$ cat config.mk
export PLATFORM = sky130hd
export DESIGN_NAME = dispatch_group_alloc
export DESIGN_NICKNAME = d
export VERILOG_FILES = /design/src/rtl/dga_pkg.sv /design/src/rtl/dga_place.sv /design/src/rtl/dga_steer.sv /design/src/rtl/dga_group_reg.sv /design/src/rtl/dispatch_group_alloc.sv
export SDC_FILE = /design/constraint.sdc
export NUM_CORES = 1
export LEC_CHECK = 0
export BUFFER_PORTS_ARGS = -buffer_cell sky130_fd_sc_hd__buf_2
export CORE_ASPECT_RATIO = 1.5
export CORE_UTILIZATION = 30
export CTS_CLUSTER_SIZE = 25
export DETAILED_ROUTE_END_ITERATION = 7
export MAX_ROUTING_LAYER = met4
export PLACE_DENSITY = 0.57
export SLEW_MARGIN = 10
export SYNTH_ARGS = -nofsm -noshare
export SYNTH_HDL_FRONTEND = slang
export SYNTH_SLANG_ARGS = --single-unit
$ cat constraint.sdc
create_clock -name clk -period 9.39 [get_ports clk]
set_clock_uncertainty 0.05 [all_clocks]
set_input_delay 0 -clock clk [delete_from_list [all_inputs] [get_ports clk]]
set_output_delay 0 -clock clk [all_outputs]
set_load 0.03 [all_outputs]
$ cat src/rtl/dga_pkg.sv
package dga_pkg;

    localparam int NSLOT   = 5;   // dispatch slots per group
    localparam int NLOW    = 4;   // slots usable by non-branch ops
    localparam int KIND_W  = 3;
    localparam int CNT_W   = 3;
    localparam int IDX_W   = 3;

    typedef enum logic [KIND_W-1:0] {
        OPK_SINGLE = 3'd0,
        OPK_PAIR   = 3'd1,
        OPK_QUAD   = 3'd2,
        OPK_HEAD   = 3'd3,
        OPK_BRANCH = 3'd4
    } op_kind_e;

    // Placement record: which window entry fills a slot
    typedef struct packed {
        logic             vld;
        logic [IDX_W-1:0] src;
    } place_t;

    // Reserved codes behave as single-slot ops
    function automatic op_kind_e kind_of(input logic [KIND_W-1:0] code);
        op_kind_e k;
        case (code)
            3'd1:    k = OPK_PAIR;
            3'd2:    k = OPK_QUAD;
            3'd3:    k = OPK_HEAD;
            3'd4:    k = OPK_BRANCH;
            default: k = OPK_SINGLE;
        endcase
        return k;
    endfunction

    // Slots 2 and 3 (index 1, 2) drive the second unit of a pair
    function automatic logic unit_of_slot(input int slot);
        return (slot == 1) || (slot == 2);
    endfunction

endpackage

$ cat src/rtl/dga_place.sv
module dga_place
    import dga_pkg::*;
(
    input  logic [CNT_W-1:0]              win_count,
    input  logic [NSLOT-1:0][KIND_W-1:0]  win_kind,
    output place_t [NSLOT-1:0]            slot_map,
    output logic [CNT_W-1:0]              taken
);

    always_comb begin
        int  pos;
        int  lim;
        int  n;
        logic stop;
        pos  = 0;
        n    = 0;
        stop = 1'b0;
        lim  = (win_count > CNT_W'(NSLOT)) ? NSLOT : int'(win_count);
        for (int s = 0; s < NSLOT; s++) begin
            slot_map[s] = '0;
        end
        for (int i = 0; i < NSLOT; i++) begin
            if (!stop && (i < lim)) begin
                case (kind_of(win_kind[i]))
                    OPK_SINGLE: begin
                        if (pos < NLOW) begin
                            slot_map[pos] = '{vld: 1'b1, src: IDX_W'(i)};
                            pos = pos + 1;
                            n   = n + 1;
                        end else begin
                            stop = 1'b1;
                        end
                    end
                    OPK_PAIR: begin
                        if (pos + 2 <= NLOW) begin
                            slot_map[pos]   = '{vld: 1'b1, src: IDX_W'(i)};
                            slot_map[pos+1] = '{vld: 1'b1, src: IDX_W'(i)};
                            pos = pos + 2;
                            n   = n + 1;
                        end else begin
                            stop = 1'b1;
                        end
                    end
                    OPK_QUAD: begin
                        if (pos == 0) begin
                            for (int s = 0; s < NLOW; s++) begin
                                slot_map[s] = '{vld: 1'b1, src: IDX_W'(i)};
                            end
                            pos = NLOW;
                            n   = n + 1;
                        end else begin
                            stop = 1'b1;
                        end
                    end
                    OPK_HEAD: begin
                        if (pos == 0) begin
                            slot_map[0] = '{vld: 1'b1, src: IDX_W'(i)};
                            pos = 1;
                            n   = n + 1;
                        end else begin
                            stop = 1'b1;
                        end
                    end
                    default: begin                         // branch
                        slot_map[NSLOT-1] = '{vld: 1'b1, src: IDX_W'(i)};
                        pos  = NSLOT;
                        n    = n + 1;
                        stop = 1'b1;
                    end
                endcase
            end
        end
        taken = CNT_W'(n);
    end

endmodule

$ cat src/rtl/dga_steer.sv
module dga_steer
    import dga_pkg::*;
(
    input  place_t [NSLOT-1:0] slot_map,
    output logic   [NSLOT-1:0] unit_sel
);

    for (genvar s = 0; s < NSLOT; s++) begin : g_slot
        localparam logic SECOND = unit_of_slot(s);
        assign unit_sel[s] = slot_map[s].vld & SECOND;
    end

endmodule

$ cat src/rtl/dga_group_reg.sv
module dga_group_reg
    import dga_pkg::*;
#(
    parameter int TAG_W = 8,
    parameter int CLU_W = 2
) (
    input  logic                            clk,
    input  logic                            rst,
    input  logic [NSLOT-1:0]                nxt_valid,
    input  logic [NSLOT-1:0][KIND_W-1:0]    nxt_kind,
    input  logic [NSLOT-1:0][CLU_W-1:0]     nxt_cluster,
    input  logic [NSLOT-1:0][TAG_W-1:0]     nxt_tag,
    input  logic [NSLOT-1:0]                nxt_unit,
    output logic [NSLOT-1:0]                q_valid,
    output logic [NSLOT-1:0][KIND_W-1:0]    q_kind,
    output logic [NSLOT-1:0][CLU_W-1:0]     q_cluster,
    output logic [NSLOT-1:0][TAG_W-1:0]     q_tag,
    output logic [NSLOT-1:0]                q_unit
);

    always_ff @(posedge clk) begin
        if (rst) begin
            q_valid   <= '0;
            q_kind    <= '0;
            q_cluster <= '0;
            q_tag     <= '0;
            q_unit    <= '0;
        end else begin
            q_valid   <= nxt_valid;
            q_kind    <= nxt_kind;
            q_cluster <= nxt_cluster;
            q_tag     <= nxt_tag;
            q_unit    <= nxt_unit;
        end
    end

endmodule

$ cat src/rtl/dispatch_group_alloc.sv
module dispatch_group_alloc
    import dga_pkg::*;
#(
    parameter int TAG_W = 8,
    parameter int CLU_W = 2
) (
    input  logic                                 clk,
    input  logic                                 rst,
    input  logic [CNT_W-1:0]                     win_count,
    input  logic [NSLOT-1:0][KIND_W-1:0]         win_kind,
    input  logic [NSLOT-1:0][CLU_W-1:0]          win_cluster,
    input  logic [NSLOT-1:0][TAG_W-1:0]          win_tag,
    output logic [CNT_W-1:0]                     take_count,
    output logic [NSLOT-1:0]                     grp_valid,
    output logic [NSLOT-1:0][KIND_W-1:0]         grp_kind,
    output logic [NSLOT-1:0][CLU_W-1:0]          grp_cluster,
    output logic [NSLOT-1:0][TAG_W-1:0]          grp_tag,
    output logic [NSLOT-1:0]                     grp_unit
);

    place_t [NSLOT-1:0]              slot_map;
    logic   [CNT_W-1:0]              taken;
    logic   [NSLOT-1:0]              unit_sel;
    logic   [NSLOT-1:0]              nxt_valid;
    logic   [NSLOT-1:0][KIND_W-1:0]  nxt_kind;
    logic   [NSLOT-1:0][CLU_W-1:0]   nxt_cluster;
    logic   [NSLOT-1:0][TAG_W-1:0]   nxt_tag;

    dga_place u_place (
        .win_count (win_count),
        .win_kind  (win_kind),
        .slot_map  (slot_map),
        .taken     (taken)
    );

    dga_steer u_steer (
        .slot_map (slot_map),
        .unit_sel (unit_sel)
    );

    // Gather the fields of the selected window entry into each slot
    for (genvar s = 0; s < NSLOT; s++) begin : g_gather
        logic [IDX_W-1:0] sel;
        assign sel            = slot_map[s].src;
        assign nxt_valid[s]   = slot_map[s].vld;
        assign nxt_kind[s]    = slot_map[s].vld ? win_kind[sel]    : '0;
        assign nxt_cluster[s] = slot_map[s].vld ? win_cluster[sel] : '0;
        assign nxt_tag[s]     = slot_map[s].vld ? win_tag[sel]     : '0;
    end

    // No operations leave the buffer during reset
    assign take_count = rst ? '0 : taken;

    dga_group_reg #(
        .TAG_W (TAG_W),
        .CLU_W (CLU_W)
    ) u_group (
        .clk         (clk),
        .rst         (rst),
        .nxt_valid   (nxt_valid),
        .nxt_kind    (nxt_kind),
        .nxt_cluster (nxt_cluster),
        .nxt_tag     (nxt_tag),
        .nxt_unit    (unit_sel),
        .q_valid     (grp_valid),
        .q_kind      (grp_kind),
        .q_cluster   (grp_cluster),
        .q_tag       (grp_tag),
        .q_unit      (grp_unit)
    );

endmodule

==> impl_metrics.env <==
export IMPL_status="complete, but fails checks"
export IMPL_violations="hold timing"
export IMPL_initial_utilization_pct=30.6
export IMPL_routed_wl_um=38600
export IMPL_fin_util_pct=35.9
export IMPL_core_area_sq_um=28100
export IMPL_worst_slew_pin_slew_ns=1.14
export IMPL_grt_setup_unrepaired="no"
export IMPL_ys_ff_latch=70
export IMPL_post_cts_buffers=0
export IMPL_cts_buffers=9
export IMPL_yosys_warnings=0
export IMPL_avgSynthCellArea_sq_um=7.61
export IMPL_wl_per_cell_um=24.0
export IMPL_instances_no_fill=1606
export IMPL_p_comb_share_pct=53.8
export IMPL_synth_cell_types=115
export IMPL_cpMostUsedCell="ha_1"
export IMPL_grt_max_degree=30
export IMPL_gp_congestion=0.987
export IMPL_yosysMostFrequentCell="nand2_1"
export IMPL_netlist_instances=1127
export IMPL_die_y_um=209
export IMPL_synth_edf_count=0
export IMPL_ir_worst_vdd_uv=93.2
export IMPL_area_delta_synth_final_pct=17.3
export IMPL_yosys_area_top_type_share_pct=16.3
export IMPL_maxCapViolCount=0
export IMPL_grt_usage_pct=26.9
export IMPL_synth_commonest_cells="nand2_1 (114), nor2_1 (87), dfxtp_1 (70)"
export IMPL_final_area_sq_um=10100
export IMPL_whs_ns=-0.00153
export IMPL_yosys_area_top_type="dfxtp_1"
export IMPL_die_w_um=140
export IMPL_hold_class="in2reg"
export IMPL_fin_crit_ns=8.76
export IMPL_pin_count=148
export IMPL_antenna_found_initial=2
export IMPL_cp_data_required_time_ns=9.58
export IMPL_crit_path_max_incr_delay_ns=0.65
export IMPL_drc_errors=0
export IMPL_p_seq_share_pct=22.9
export IMPL_cts_buffer_depth=2
export IMPL_layout_drive_gt1_share_pct=21.9
export IMPL_rows=75
export IMPL_power_density_nw_per_um2=145
export IMPL_placed_area_sq_um=9500
export IMPL_timing_final_crit_share_pct=93.3
export IMPL_synthTopCellsByArea="dfxtp_1 (16%), mux2i_1 (6.1%), ha_1 (5.1%)"
export IMPL_htreeDepth=3
export IMPL_syn_area_sq_um=8580
export IMPL_setup_viol=0
export IMPL_first_iter_violations=906
export IMPL_synthArstFlopShare_pct=0
export IMPL_grt_pass1_wl_um=58000
export IMPL_hpwl_um=29600
export IMPL_final_hold_violation_count=1
export IMPL_dr_total_vias=9812
export IMPL_cpMaxStageDelayCell="nand4_1"
export IMPL_fin_tns_setup_ns=0
export IMPL_totalPowerFinal_mw=1.46
export IMPL_internal_power_uw=769
export IMPL_seq_area_frac_synth_pct=16.3
export IMPL_max_freq_mhz=114
export IMPL_io_buffers=144
export IMPL_crit_type="in2reg"
export IMPL_start_kind="input pin"
export IMPL_power_share_switching_pct=47.3
export IMPL_nNetsFinal=1358
export IMPL_cp_end_kind="flip-flop"
export IMPL_n_fill_cell=2940
export IMPL_p_sw_uw=691
export IMPL_dp_cells=1561
export IMPL_cts_tree="yes"
export IMPL_clk_pin_slew_ns=0.07
export IMPL_crit_fanout=13
export IMPL_grt_pass1_vias=9482
export IMPL_crit_arrival_ns=8.96
export IMPL_grt_ovfl_total=0
export IMPL_viasPerCell=6.11
export IMPL_cts_sinks=70
export IMPL_root_buffer="clkbuf_16"
export IMPL_p_clk_share_pct=23.3
export IMPL_postRouteAntennaNets=0
export IMPL_drv_slew=0
export IMPL_slew_headroom_pct=24.0
export IMPL_leakage_nw=4.15
export IMPL_fp_dieArea_sq_um=29300
export IMPL_drtPass1Iterations=5
export IMPL_synth_ff_type="dfxtp_1"
==> final cells by class <==
type | count | area [sq um] | area share, %
antenna | 2 | 5.00 | 0.0497
clock buffer | 9 | 225 | 2.24
clock inverter | 7 | 61.3 | 0.609
inverter | 44 | 170 | 1.69
multi-input combinational | 934 | 6610 | 65.6
sequential | 70 | 1400 | 13.9
tap | 346 | 433 | 4.30
timing repair buffer | 194 | 1160 | 11.6
==> worst paths after layout <==
kind	from	to	cells after the start
setup / recovery	win_count[2]	u_group.q_tag[6]$_SDFF_PP0_	34
hold / removal	win_kind[12]	u_group.q_kind[9]$_SDFF_PP0_	3
==> per-layer routing <==
layer | GRT usage [%] | vias up | routed length (um)
met1 | 27.7 | 4655 | 13900
met3 | 3.07 | 148 | 2330
met4 | 19.1 | 0 | 2790
li1 | - | 4494 | -
met2 | 47.5 | 515 | 19600
met5 | - | - | 0
==> power groups by stage <==
stage	logic, mW	registers [mW]	clock network, mW
CTS	0.769	0.335	0.345
detailed placement	0.755	0.342	0
global route	0.837	0.336	0.355
floorplan	0.481	0.394	0
finish	0.785	0.335	0.339
global placement	0.755	0.341	0
==> worst max-delay path, delay by kind of cell <==
kind	cells	cell delay [ns]
adder cells (fa/ha/maj)	4	1.21
AO/OA/AOI/OAI	10	2.33
AND/OR/NAND/NOR	15	4.28
buffers and inverters	5	1.09
==> per-stage QoR <==
step / worst slack (ns) / hold slack (ns)
after global routing: 0.105 / 0.0174
after floorplan: 2.41 / 0.0669
final: 0.626 / -0.00153
after detailed placement: 0.816 / 0.236
after global placement: 0.981 / 0.238
after CTS: 0.734 / 0.00222
==> cell usage in the layout (no fill, tap or decap), types with 7 or more instances in the layout <==
master	n
a32o_1	24
o211ai_2	11
nor2b_1	14
nand3_1	34
a211oi_1	7
xnor2_1	8
a22oi_1	7
o2bb2ai_1	14
o21a_1	15
a21oi_1	54
and3_1	11
dfxtp_1	70
nand2b_1	33
o21ai_0	53
a21o_1	8
and2_1	11
nor3_1	16
clkbuf_16	9
inv_1	35
mux2i_1	52
o22ai_1	20
o211ai_1	13
ha_1	35
o21ai_1	8
a22o_1	16
nand4_1	8
nor2_1	87
o32ai_2	8
dlygate4sd3_1	27
buf_4	23
a31oi_1	34
mux2_1	9
o32ai_1	7
buf_2	144
or2_2	7
mux2_2	7
or3_1	42
nand2_1	114
==> flip-flops by register name, indices dropped and copies added (netlist names) <==
name and flops:
u_group.q_cluster 10, u_group.q_valid 5, u_group.q_kind 15, u_group.q_tag 40
==> logic make-up (layout without fill, tap and decap cells) <==
group	count (synthesis)	count (layout)	share of synthesized area, %
multiplexers	68	68	8.16
other	1	5	0.0437
AND/OR/NAND/NOR	428	428	26.2
AO/OA/AOI/OAI	383	383	35.1
flip-flops	70	70	16.3
adder cells (fa/ha/maj)	37	37	5.34
XOR/XNOR	15	15	1.71
buffers and inverters	125	254	7.16
==> what timing repair did <==
action / 4_1_cts / 5_1_grt
hold buffers: 27 / 0
gates resized for setup: 0 / 1
endpoints found under the setup margin: 0 / 1
hold endpoints to repair: 53 / 0
Note: power is estimated with default switching activity, not from simulation.
